## config.mk

```make
export PLATFORM = sky130hd
export DESIGN_NAME = tmo_req_monitor
export DESIGN_NICKNAME = d
export VERILOG_FILES = /design/src/rtl/tmo_pkg.sv /design/src/rtl/tmo_prescaler.sv /design/src/rtl/tmo_chan_timer.sv /design/src/rtl/tmo_req_monitor.sv
export SDC_FILE = /design/constraint.sdc
export NUM_CORES = 1
export LEC_CHECK = 0
export ABC_AREA = 1
export BUFFER_PORTS_ARGS = -buffer_cell sky130_fd_sc_hd__buf_2
export CAP_MARGIN = 20
export CELL_PAD_IN_SITES_DETAIL_PLACEMENT = 1
export CELL_PAD_IN_SITES_GLOBAL_PLACEMENT = 1
export CORE_ASPECT_RATIO = 0.9
export CORE_MARGIN = 2
export CORE_UTILIZATION = 35
export DETAILED_ROUTE_END_ITERATION = 7
export HOLD_SLACK_MARGIN = 0.03
export PLACE_DENSITY_LB_ADDON = 0.1
export SLEW_MARGIN = 15
export SYNTH_ARGS = -nofsm -noshare
export SYNTH_HDL_FRONTEND = slang
export SYNTH_SLANG_ARGS = --single-unit
```

## constraint.sdc

```tcl
create_clock -name clk -period 2.2 [get_ports clk]
set_input_delay 0.55 -clock clk [delete_from_list [all_inputs] [get_ports clk]]
set_output_delay 0.55 -clock clk [all_outputs]
set_load 0.01 [all_outputs]
```

## src/rtl/tmo_pkg.sv

```systemverilog
package tmo_pkg;
   // Number of prescale taps for a given select width.
   function automatic int unsigned tap_count(input int unsigned sel_w);
      return 1 << sel_w;
   endfunction

   // Width of the free-running prescale counter.
   function automatic int unsigned prescale_width(input int unsigned base_shift,
                                                  input int unsigned sel_w);
      return base_shift + tap_count(sel_w) - 1;
   endfunction
endpackage

```

## src/rtl/tmo_prescaler.sv

```systemverilog
module tmo_prescaler
   import tmo_pkg::*;
#(
   parameter int unsigned BASE_SHIFT = 8,
   parameter int unsigned SEL_W      = 3
) (
   input  logic                           clk,
   input  logic                           rst_n,
   output logic [tap_count(SEL_W)-1:0]    tick
);
   localparam int unsigned NTAP = tap_count(SEL_W);
   localparam int unsigned CW   = prescale_width(BASE_SHIFT, SEL_W);

   generate
      if (BASE_SHIFT < 1) begin : g_bad_base
         $error("tmo_prescaler: BASE_SHIFT must be at least 1");
      end
      if (SEL_W < 1 || SEL_W > 4) begin : g_bad_sel
         $error("tmo_prescaler: SEL_W must be 1 to 4");
      end
   endgenerate

   logic [CW-1:0] pc;

   always_ff @(posedge clk or negedge rst_n) begin
      if (!rst_n) pc <= '0;
      else        pc <= pc + 1'b1;
   end

   // Tap s fires once every 2^(BASE_SHIFT+s) cycles.
   for (genvar s = 0; s < NTAP; s++) begin : g_tap
      assign tick[s] = &pc[BASE_SHIFT+s-1:0];
      if (s > 0) begin : g_nest
         // A slower tap only fires on a cycle where every faster tap also fires.
         assert_tap_nesting_R2: assert property (@(posedge clk) disable iff (!rst_n)
            tick[s] |-> tick[s-1]);
      end
   end
endmodule

```

## src/rtl/tmo_chan_timer.sv

```systemverilog
module tmo_chan_timer #(
   parameter int unsigned PERIOD_W = 16
) (
   input  logic                clk,
   input  logic                rst_n,
   input  logic                armed,
   input  logic                req,
   input  logic                tick,
   input  logic [PERIOD_W-1:0] period,
   input  logic                clr,
   output logic                flag
);
   generate
      if (PERIOD_W < 2) begin : g_bad_w
         $error("tmo_chan_timer: PERIOD_W must be at least 2");
      end
   endgenerate

   logic [PERIOD_W-1:0] cnt;
   logic                expire;

   assign expire = armed && !req && tick && (cnt == PERIOD_W'(1));

   // Countdown: held at the period when idle, reloaded on a request,
   // stepped down on a tick and parked once it reaches zero.
   always_ff @(posedge clk or negedge rst_n) begin
      if (!rst_n)                 cnt <= '0;
      else if (!armed || req)     cnt <= period;
      else if (tick && cnt != '0) cnt <= cnt - 1'b1;
   end

   // Sticky flag: setting wins over a clear in the same cycle.
   always_ff @(posedge clk or negedge rst_n) begin
      if (!rst_n)      flag <= 1'b0;
      else if (expire) flag <= 1'b1;
      else if (clr)    flag <= 1'b0;
   end

   assert_flag_sticky_R5: assert property (@(posedge clk) disable iff (!rst_n)
      (flag && !clr) |=> flag);
   assert_flag_clear_R5: assert property (@(posedge clk) disable iff (!rst_n)
      (clr && !expire) |=> !flag);
   assert_idle_no_rise_R4: assert property (@(posedge clk) disable iff (!rst_n)
      !armed |=> !$rose(flag));
   assert_parked_zero_R6: assert property (@(posedge clk) disable iff (!rst_n)
      (armed && !req && cnt == '0) |=> (cnt == '0 && !$rose(flag)));
   assert_reload_R3: assert property (@(posedge clk) disable iff (!rst_n)
      (armed && req) |=> !$rose(flag));
endmodule

```

## src/rtl/tmo_req_monitor.sv

```systemverilog
module tmo_req_monitor
   import tmo_pkg::*;
#(
   parameter int unsigned NCH        = 2,
   parameter int unsigned SEL_W      = 3,
   parameter int unsigned PERIOD_W   = 16,
   parameter int unsigned BASE_SHIFT = 8
) (
   input  logic                      clk,
   input  logic                      rst_n,
   input  logic [NCH-1:0]            cfg_en,
   input  logic [NCH-1:0]            cfg_irq_en,
   input  logic [NCH*SEL_W-1:0]      cfg_psc,
   input  logic [NCH*PERIOD_W-1:0]   cfg_period,
   input  logic [NCH-1:0]            ch_waiting,
   input  logic [NCH-1:0]            periph_req,
   input  logic [NCH-1:0]            flag_clr,
   output logic [NCH-1:0]            tmo_flag,
   output logic                      irq
);
   localparam int unsigned NTAP = tap_count(SEL_W);

   generate
      if (NCH < 1) begin : g_bad_nch
         $error("tmo_req_monitor: NCH must be at least 1");
      end
   endgenerate

   logic [NTAP-1:0] tick_vec;

   tmo_prescaler #(
      .BASE_SHIFT (BASE_SHIFT),
      .SEL_W      (SEL_W)
   ) u_psc (
      .clk   (clk),
      .rst_n (rst_n),
      .tick  (tick_vec)
   );

   for (genvar c = 0; c < NCH; c++) begin : g_ch
      logic [SEL_W-1:0]    sel;
      logic [PERIOD_W-1:0] per;
      logic                armed;
      assign sel   = cfg_psc[c*SEL_W +: SEL_W];
      assign per   = cfg_period[c*PERIOD_W +: PERIOD_W];
      assign armed = cfg_en[c] && ch_waiting[c];

      tmo_chan_timer #(
         .PERIOD_W (PERIOD_W)
      ) u_tmr (
         .clk    (clk),
         .rst_n  (rst_n),
         .armed  (armed),
         .req    (periph_req[c]),
         .tick   (tick_vec[sel]),
         .period (per),
         .clr    (flag_clr[c]),
         .flag   (tmo_flag[c])
      );
   end

   assign irq = |(tmo_flag & cfg_irq_en);

   assert_irq_source_R7: assert property (@(posedge clk) disable iff (!rst_n)
      irq |-> (|tmo_flag));
   assert_irq_gated_R7: assert property (@(posedge clk) disable iff (!rst_n)
      (cfg_irq_en == '0) |-> !irq);
endmodule

```

# ---- Word level (Yosys, flattened, before mapping)
# Cells that the tools add are included.
# Widths: inputs -> output; s select.
dict set report totals {
  ff_bits 49
  inputBits 50
  out_inout_bits 3
  word_cells 56
}
dict set report classes {
  add_sub_neg 3
  n_lt_le_gt_ge 2
  eq_ne 2
  muxes 12
  bitwise 1
  n_reduce_logical 31
}
# cell n
set ops {}
lappend ops {{$mux 16} 4}
lappend ops {{$eq 16x1->1 const B} 2}
lappend ops {{$reduce_bool 16->1} 2}
lappend ops {{$sub 16x1->16 const B} 2}
lappend ops {{$add 15x1->15 const B} 1}
lappend ops {{$reduce_and 15->1} 1}
lappend ops {{$reduce_and 14->1} 1}
lappend ops {{$reduce_and 13->1} 1}
lappend ops {{$reduce_and 12->1} 1}
lappend ops {{$reduce_and 11->1} 1}
lappend ops {{$logic_and 1x1->1} 10}
lappend ops {{$reduce_and 10->1} 1}
lappend ops {{$reduce_and 9->1} 1}
lappend ops {{$lt 3x4->1 const B} 2}
lappend ops {{$reduce_and 8->1} 1}
lappend ops {{$reduce_bool 2->1} 4}
lappend ops {{$bmux 1 s3} 2}
lappend ops {{$mux 1} 6}
lappend ops {{$logic_not 1->1} 4}
lappend ops {{$and 2x2->2} 1}
lappend ops {{$logic_or 1x1->1} 2}
lappend ops {{$reduce_or 2->1} 1}

# ---- Depth between registers and ports, before layout
# Gate-level depths: netlist of run 1.
dict set report depth {
  word_depth 6
  ltp_mapped 15
  mapped_depth_nobuf 14
}

# ---- By module
# A second synthesis of run 1 with hierarchy kept.
dict set report unflattened {
  hier_cells 555
  area_unflattened_um2 3678.5
}
# module instances cells_per_inst area_per_inst_um2 seq_area_each_um2
set by_module_without_submodules {}
lappend by_module_without_submodules {tmo_chan_timer 2 204 1335.0 425.4}
lappend by_module_without_submodules {tmo_prescaler 1 94 794.5 375.4}
lappend by_module_without_submodules {tmo_req_monitor 1 53 214.0 0.0}

# ---- Least setup slack after synthesis of run 1
# OpenSTA, ideal clock, no wires.
dict set report synth_timing {
  path_type {reg2reg}
  start {register u_psc.pc[0]}
  end {register g_ch[0].u_tmr.cnt[12]}
  setup_ns 0.117
  arrival_ns 1.814
  required_time_ns 2.083
  slack_ns 0.269
  stages_incl_launch_ff 16
  path_buffers 1
  period_less_slack_ns 1.931
  cell_sequence {dfrtp_1 -> ha_1 -> nand2_1 -> nor2_2 -> nand2_4 -> inv_2 -> ha_1 -> o21ai_0 -> o21ai_1 -> nand2_1 -> nand2_2 -> nand2_4 -> nand2_4 -> buf_6 -> nand2_1 -> nand2_1}
}
dict set report synth_between {
  elab_chain_len 5
  elab_cells_between_ends 12
  classes_between {mux: 2; reduce/logical: 10}
}
# element line_no
set synth_lines {}
lappend synth_lines {{start, declared} tmo_prescaler.sv:23} ;# logic [CW-1:0] pc;
lappend synth_lines {{start signal, assigned} tmo_prescaler.sv:27} ;# else pc <= pc + 1'b1;
lappend synth_lines {{$reduce_and 15->1, or another cell as far along} tmo_prescaler.sv:32} ;# assign tick[s] = &pc[BASE_SHIFT+s-1:0];
lappend synth_lines {{$bmux 1 s3 *} tmo_req_monitor.sv:55} ;# .tick (tick_vec[sel]),
lappend synth_lines {{$mux 1 (implied by the code) *} tmo_req_monitor.sv:55}
lappend synth_lines {{$logic_and 1x1->1 *} tmo_chan_timer.sv:29} ;# else if (tick && cnt != '0) cnt <= cnt - 1'b1;
lappend synth_lines {{$reduce_bool 2->1 (no source line) *} n/a}
lappend synth_lines {{end signal, assigned} tmo_chan_timer.sv:28} ;# else if (!armed || req) cnt <= period;
lappend synth_lines {{end signal, assigned} tmo_chan_timer.sv:29}
lappend synth_lines {{end, declared} tmo_chan_timer.sv:19} ;# logic [PERIOD_W-1:0] cnt;
# Every way passes the cells marked *; elsewhere a longest branch is shown, timed or not. The select of a mux whose other input is x is not followed.
# A chain may end at the register's enable or synchronous reset.

# ---- Final worst setup path of run 1
dict set report layout_timing {
  start {register u_psc.pc[0]}
  end {register g_ch[0].u_tmr.cnt[8]}
}
# Same word-level chain as after synthesis.

==> results of run 1 <==
[routing by layer]
metal  GRT usage (%)  vias up  routed length [um]
li1                -     1616                   -
met1           28.08     1521                4852
met2           29.70       44                3979
met3           3.114       10                 257
met4           4.437        0                  99
met5               0        -                   0
[worst reg2reg max path: cells and delay by family (launching register included)]
family,cells,cell delay [ns]
compound gates,2,0.22
fa+ha+maj,2,0.33
buf+inv,2,0.26
flops,1,0.42
simple gates,8,0.72
[power by group through the flow]
stage                     Clock (mW)  Sequential, mW  Combinational (mW)
after global placement             0            1.04               0.390
after global routing           0.854            1.04               0.476
after floorplan                    0            1.03               0.263
after detailed placement           0            1.05               0.402
after CTS                      0.821            1.03               0.405
final                          0.797            1.03               0.409
[sequential cells by signal, indices dropped and copies added (netlist names)]
| signal | cells |
|---|---|
| u_psc.pc | 15 |
| g_ch.u_tmr.cnt | 32 |
| g_ch.u_tmr.flag | 2 |
[worst min-delay path by stage]
stage / cells past startpoint / end / slack [ns] / start
6_report: 1 / u_psc.pc[14] / 0.16 / rst_n
5_1_grt: 1 / u_psc.pc[8] / 0.18 / rst_n
4_1_cts: 1 / u_psc.pc[8] / 0.16 / rst_n
3_5_place_dp: 1 / u_psc.pc[0] / 0.45 / u_psc.pc[0]
3_3_place_gp: 1 / u_psc.pc[0] / 0.43 / u_psc.pc[0]
2_1_floorplan: 0 / g_ch[0].u_tmr.cnt[0] / 0.25 / rst_n
[cells by family after synthesis]
group | count (synthesis) | synth area share [%]
fa+ha+maj | 8 | 3.028
buf+inv | 54 | 6.888
simple gates | 302 | 40.99
xor+xnor | 21 | 5.564
compound gates | 37 | 6.435
flops | 49 | 37.09
[placed cells by master, fill, tap and decap left out, types with 5 or more instances in the layout]
master / n
dfrtp_1: 49
ha_1: 6
inv_1: 34
clkbuf_8: 5
buf_2: 52
nand3_1: 58
buf_4: 11
o31ai_1: 5
a21oi_1: 8
nand4_1: 6
nand2_1: 167
o21ai_0: 16
xnor2_1: 8
nor3_1: 8
nor2_1: 38
xor2_1: 13
[stage by stage]
step | total power [mW] | instances | setup WS, ns
2_1_floorplan | 1.289 | 471 | 0.2686
3_5_place_dp | 1.448 | 639 | 0.07425
4_1_cts | 2.255 | 647 | 0.02622
6_report | 2.236 | 650 | 0.1540
3_3_place_gp | 1.435 | 639 | 0.1089
5_1_grt | 2.371 | 650 | 0.0005447
[layout make-up]
class	instances	area, um2	share of cell area [%]
Multi-Input combinational cell	368	1898	48.36
Sequential cell	49	1226	31.24
Timing Repair Buffer	65	369.1	9.404
Tap cell	122	152.6	3.889
Inverter	38	145.1	3.698
Clock buffer	5	68.82	1.753
Clock inverter	3	65.06	1.658
[timing repair]
item | CTS | global route
setup buffers | 0 | 3
resized for setup | 0 | 10
setup endpoints to repair | 0 | 32
==> metrics.yaml, run 1 <==
status:
  outcome: "complete, no violations"
place:
  gp_congestion: 0.8506
  place_area_um2: 3714
  dp_hpwl_mm: 6.770
  io_buffers: 52
logic_synthesis:
  async_flop_share_pct: 100.0
  yosysMostFrequentCell: "nand2_1"
  syn_nets: 529
  synth_edf_count: 0
  synth-main-ff-cell: "dfrtp_1"
  netlist_area_um2: 3306
  synth_top_area_share_pct: 37.09
  syn-instance-count: 471
  syn_avg_cell_area_um2: 7.018
  ys_warn_count: 0
  synth_top_cell_by_area: "dfrtp_1"
  yosys-top-cells-area: "dfrtp_1, nand2_1, nand3_1, nor2_1, inv_1"
  ys_seq_area_share_pct: 37.09
  ys_seq_elements: 49
  synthTopCellsByCount: "nand2_1, nand3_1, dfrtp_1"
  synthDistinctLibCells: 38
timing:
  final-setup-viol-count: 0
  fin_worst_skew_ns: 0.005937
  finalCritPeriodShare_pct: 93.00
  rsz0062_at_grt: "false"
  hold_viol: 0
  period_needed_ns: 2.046
  fmax_ghz: 0.4888
  finalSetupTns_ns: 0
  max_slew.worst_pin.slew_ns: 0.6112
  relSlewSlack_pct: 58.92
  holdWs_ns: 0.1598
  drv_slew: 0
cts:
  cts_buffers: 5
  root_buffer: "clkbuf_8"
  cts_num_sinks: 49
  htreeDepth: 2
  clk_latency_ns: 0.32
  clockBufferDepth: 2
  cts_tree: "built"
  holdBufCountCts: 0
  clk_pin_slew_ns: 0.10
setup_path:
  r2r_slack_ns: 0.15
  critPathBufInv: 2
  cp-startpoint: "u_psc.pc[0]"
  slowest_stage: "dfrtp_1"
  path_cells: "ha_4 -> nand2_1 -> nor2_2 -> nand2_4 -> inv_4 -> ha_2 -> o21ai_0 -> o21ai_1 -> nand2_1 -> nand2_2 -> nand2_4 -> buf_8 -> nand3_1 -> nand2_1"
  path_max_fanout: 12
  critPathArrivalTime_ns: 2.26
  r2r-end: "g_ch[0].u_tmr.cnt[8]"
  cp.required_ns: 2.41
  end_kind: "flip-flop"
  cpPeakStageDelay_ns: 0.42
  path_common_cell: "nand2_1"
  crit_cells: 14
  path_class: "reg -> reg"
  timing.rr.start: "u_psc.pc[0]"
  crit_end: "g_ch[0].u_tmr.cnt[8]"
  crit_family: "simple AND/OR/NAND/NOR gates"
  cp-start-kind: "flip-flop"
  r2r_cells: 14
power_and_ir_drop:
  p_int_mw: 1.572
  net-switching-power_mw: 0.6637
  power_density_nw_per_um2: 569.7
  clkPwrFrac_pct: 35.6
  swShare_pct: 29.68
  seqPwrFrac_pct: 46.1
  p_comb_share_pct: 18.3
  p_leak_nw: 2.063
  peakVddDrop_mv: 0.2302
route:
  drt-initial-drc-count: 137
  route.detailed.drc: 0
  avgRoutedWirePerCell_um: 14.14
  vias: 3191
  wirelength_mm: 9.188
  routed_via_density: 4.909
  first_pass_iters: 4
  antenna_left: 0
layout:
  antenna_cells: 0
  final_util_pct: 42.82
  final_nets: 585
  nFillCells: 1201
  design_area_um2: 3925
  drive_gt1_share_pct: 18.18
  syn_to_final_growth_pct: 18.74
global_routing:
  overflow: 0
  grt_start_max_net_pins: 29
  grt_pass1_wl_mm: 15.80
  grtUsageTotal_pct: 19.17
  grt_pass1_vias: 3287
  grt_antenna_before_repair: 0
floorplanning:
  fp.dieW_um: 106.4
  fp-row-count: 33
  die_h_um: 96.20
  fp.coreArea_um2: 9166
  start_util_pct: 36.06
  boundaryPins: 53
  dieArea_um2: 10240
hold_path:
  hp-class: "in -> async"
flow_run:
  cap_viol_max_count: 0
No activity file was read; power rests on OpenSTA's default activity.
==> inputs of run 2 (changes only) <==
Settings changed: CORE_MARGIN 2 to 3, CTS_BUF_LIST from default to sky130_fd_sc_hd__clkbuf_4 sky130_fd_sc_hd__clkbuf_8, SETUP_SLACK_MARGIN from default to 0.4.
==> metrics.yaml, run 2 (synthesis results as in run 1) <==
place:
  gp_congestion: 0.8037
  dp_hpwl_mm: 6.832
  io_buffers: 52
  place_area_um2: 3754
floorplanning:
  die_h_um: 98.20
  fp-row-count: 32
  boundaryPins: 53
  start_util_pct: 37.19
  dieArea_um2: 10650
  fp.coreArea_um2: 8889
  fp.dieW_um: 108.4
setup_path:
  path_max_fanout: 8
  critPathArrivalTime_ns: 2.21
  cp-start-kind: "flip-flop"
  end_kind: "flip-flop"
  cp.required_ns: 2.45
  path_class: "reg -> reg"
power_and_ir_drop:
  peakVddDrop_mv: 0.2145
  p_leak_nw: 2.126
  power_density_nw_per_um2: 491.2
timing:
  drv_slew: 0
  period_needed_ns: 1.955
  finalSetupTns_ns: 0
  fin_worst_skew_ns: 0.007136
  fmax_ghz: 0.5115
  finalCritPeriodShare_pct: 88.87
  hold_viol: 0
  rsz0062_at_grt: "true"
  final-setup-viol-count: 0
  max_slew.worst_pin.slew_ns: 0.6057
  relSlewSlack_pct: 59.29
layout:
  drive_gt1_share_pct: 26.53
  layout_commonest_cell: "nand2_1"
  design_area_um2: 4198
  largestRegisters: "g_ch.u_tmr.cnt x32, u_psc.pc x15, g_ch.u_tmr.flag x2"
  layout_common_cells: "nand2_1, buf_2, dfrtp_1, nand3_1, nor2_1"
  antenna_cells: 0
  largest_register: "g_ch.u_tmr.cnt"
  largest_reg_flops: 32
  syn_to_final_growth_pct: 26.99
  final_nets: 596
flow_run:
  cap_viol_max_count: 0
cts:
  clk_pin_slew_ns: 0.10
  htreeDepth: 2
  clockBufferDepth: 2
  cts_buffers: 5
  clk_latency_ns: 0.31
  cts_num_sinks: 49
  root_buffer: "clkbuf_8"
  cts_tree: "built"
status:
  outcome: "complete, no violations"
route:
  first_pass_iters: 4
  avgRoutedWirePerCell_um: 14.85
  routed_via_density: 4.977
  antenna_left: 0
  vias: 3275
  drt-initial-drc-count: 143
  wirelength_mm: 9.771
  route.detailed.drc: 0
global_routing:
  grt_antenna_before_repair: 0
  grt_start_max_net_pins: 29
  grtUsageTotal_pct: 18.53
  grt_pass1_wl_mm: 16.00
  overflow: 0
  grt_pass1_vias: 3326
hold_path:
  hp-class: "in -> async"
## run 2: cell count changes in the layout (fill, tap and decap cells not counted), sizes merged
cell	delta
buf	+7
nand2	+3
bufinv	-2
clkbuf	+2
clkinv	+1
## run 2: through the flow
stage | total power, mW | hold WS (ns) | utilization (%) | worst slack (ns) | instances
finish | 2.062 | 0.1866 | 47.23 | 0.2449 | 658
global route | 2.185 | 0.2289 | 47.23 | 0.09198 | 658
CTS | 2.058 | 0.2013 | 45.97 | 0.3022 | 654
detailed placement | 1.455 | 0.4458 | 42.23 | 0.1972 | 639
global placement | 1.441 | 0.4347 | 42.23 | 0.2631 | 639
floorplan | 1.292 | 0.2544 | - | 0.3695 | 471
## run 2: worst paths after layout
kind	cells after the start	startpoint	slack, ns	to
hold / removal	1	rst_n	0.19	u_psc.pc[4]
setup / recovery	14	u_psc.pc[1]	0.24	g_ch[1].u_tmr.cnt[1]
setup reg to reg	14	u_psc.pc[1]	0.24	g_ch[1].u_tmr.cnt[1]
hold reg to reg	1	u_psc.pc[13]	0.48	u_psc.pc[13]
max in group asynchronous	2	rst_n	1.38	g_ch[1].u_tmr.cnt[15]
min in group clk	2	flag_clr[0]	0.43	g_ch[0].u_tmr.flag
## run 2: cell type report
type,instances,area (um2)
Fill cell,1170,4691
Multi-Input combinational cell,371,2123
Sequential cell,49,1226
Timing Repair Buffer,73,467.9
Tap cell,119,148.9
Inverter,38,145.1
Clock buffer,6,76.32
Clock inverter,2,10.01
## run 2: routing by layer
metal  vias to the layer above  track usage (%)  routed length, um
li1                       1643                -                  -
met1                      1583            26.47               4827
met2                        39            29.50               4580
met3                        10            3.040                283
met4                         0            3.883                 80
met5                         -                0                  0
## run 2: worst max-delay path, cell delays in order, from the launching register on
cell and delay, ns:
dfrtp_1 0.39, ha_2 0.20, nand2_2 0.08, nor2_4 0.04, nand2_4 0.11, inv_4 0.06
ha_4 0.16, a21oi_2 0.10, o21ai_1 0.08, nand3b_1 0.11, nand2_2 0.09, nand2_4 0.15
clkbuf_16 0.19, nand3_1 0.07, nand2_1 0.07
## run 2: report_power, final
| group | leakage [nW] | internal, mW | switching [mW] |
|---|---|---|---|
| sequential | 0.604 | 0.959 | 0.0758 |
| clock | 0.0484 | 0.234 | 0.319 |
| combinational | 1.47 | 0.192 | 0.283 |
## run 2: timing repair
item | in CTS | in global routing
setup buffers | 5 | 2
hold buffers | 0 | 0
cloned | 2 | 2
resized for setup | 35 | 15
endpoints found under the setup margin | 32 | 36
pin swaps | 18 | 28
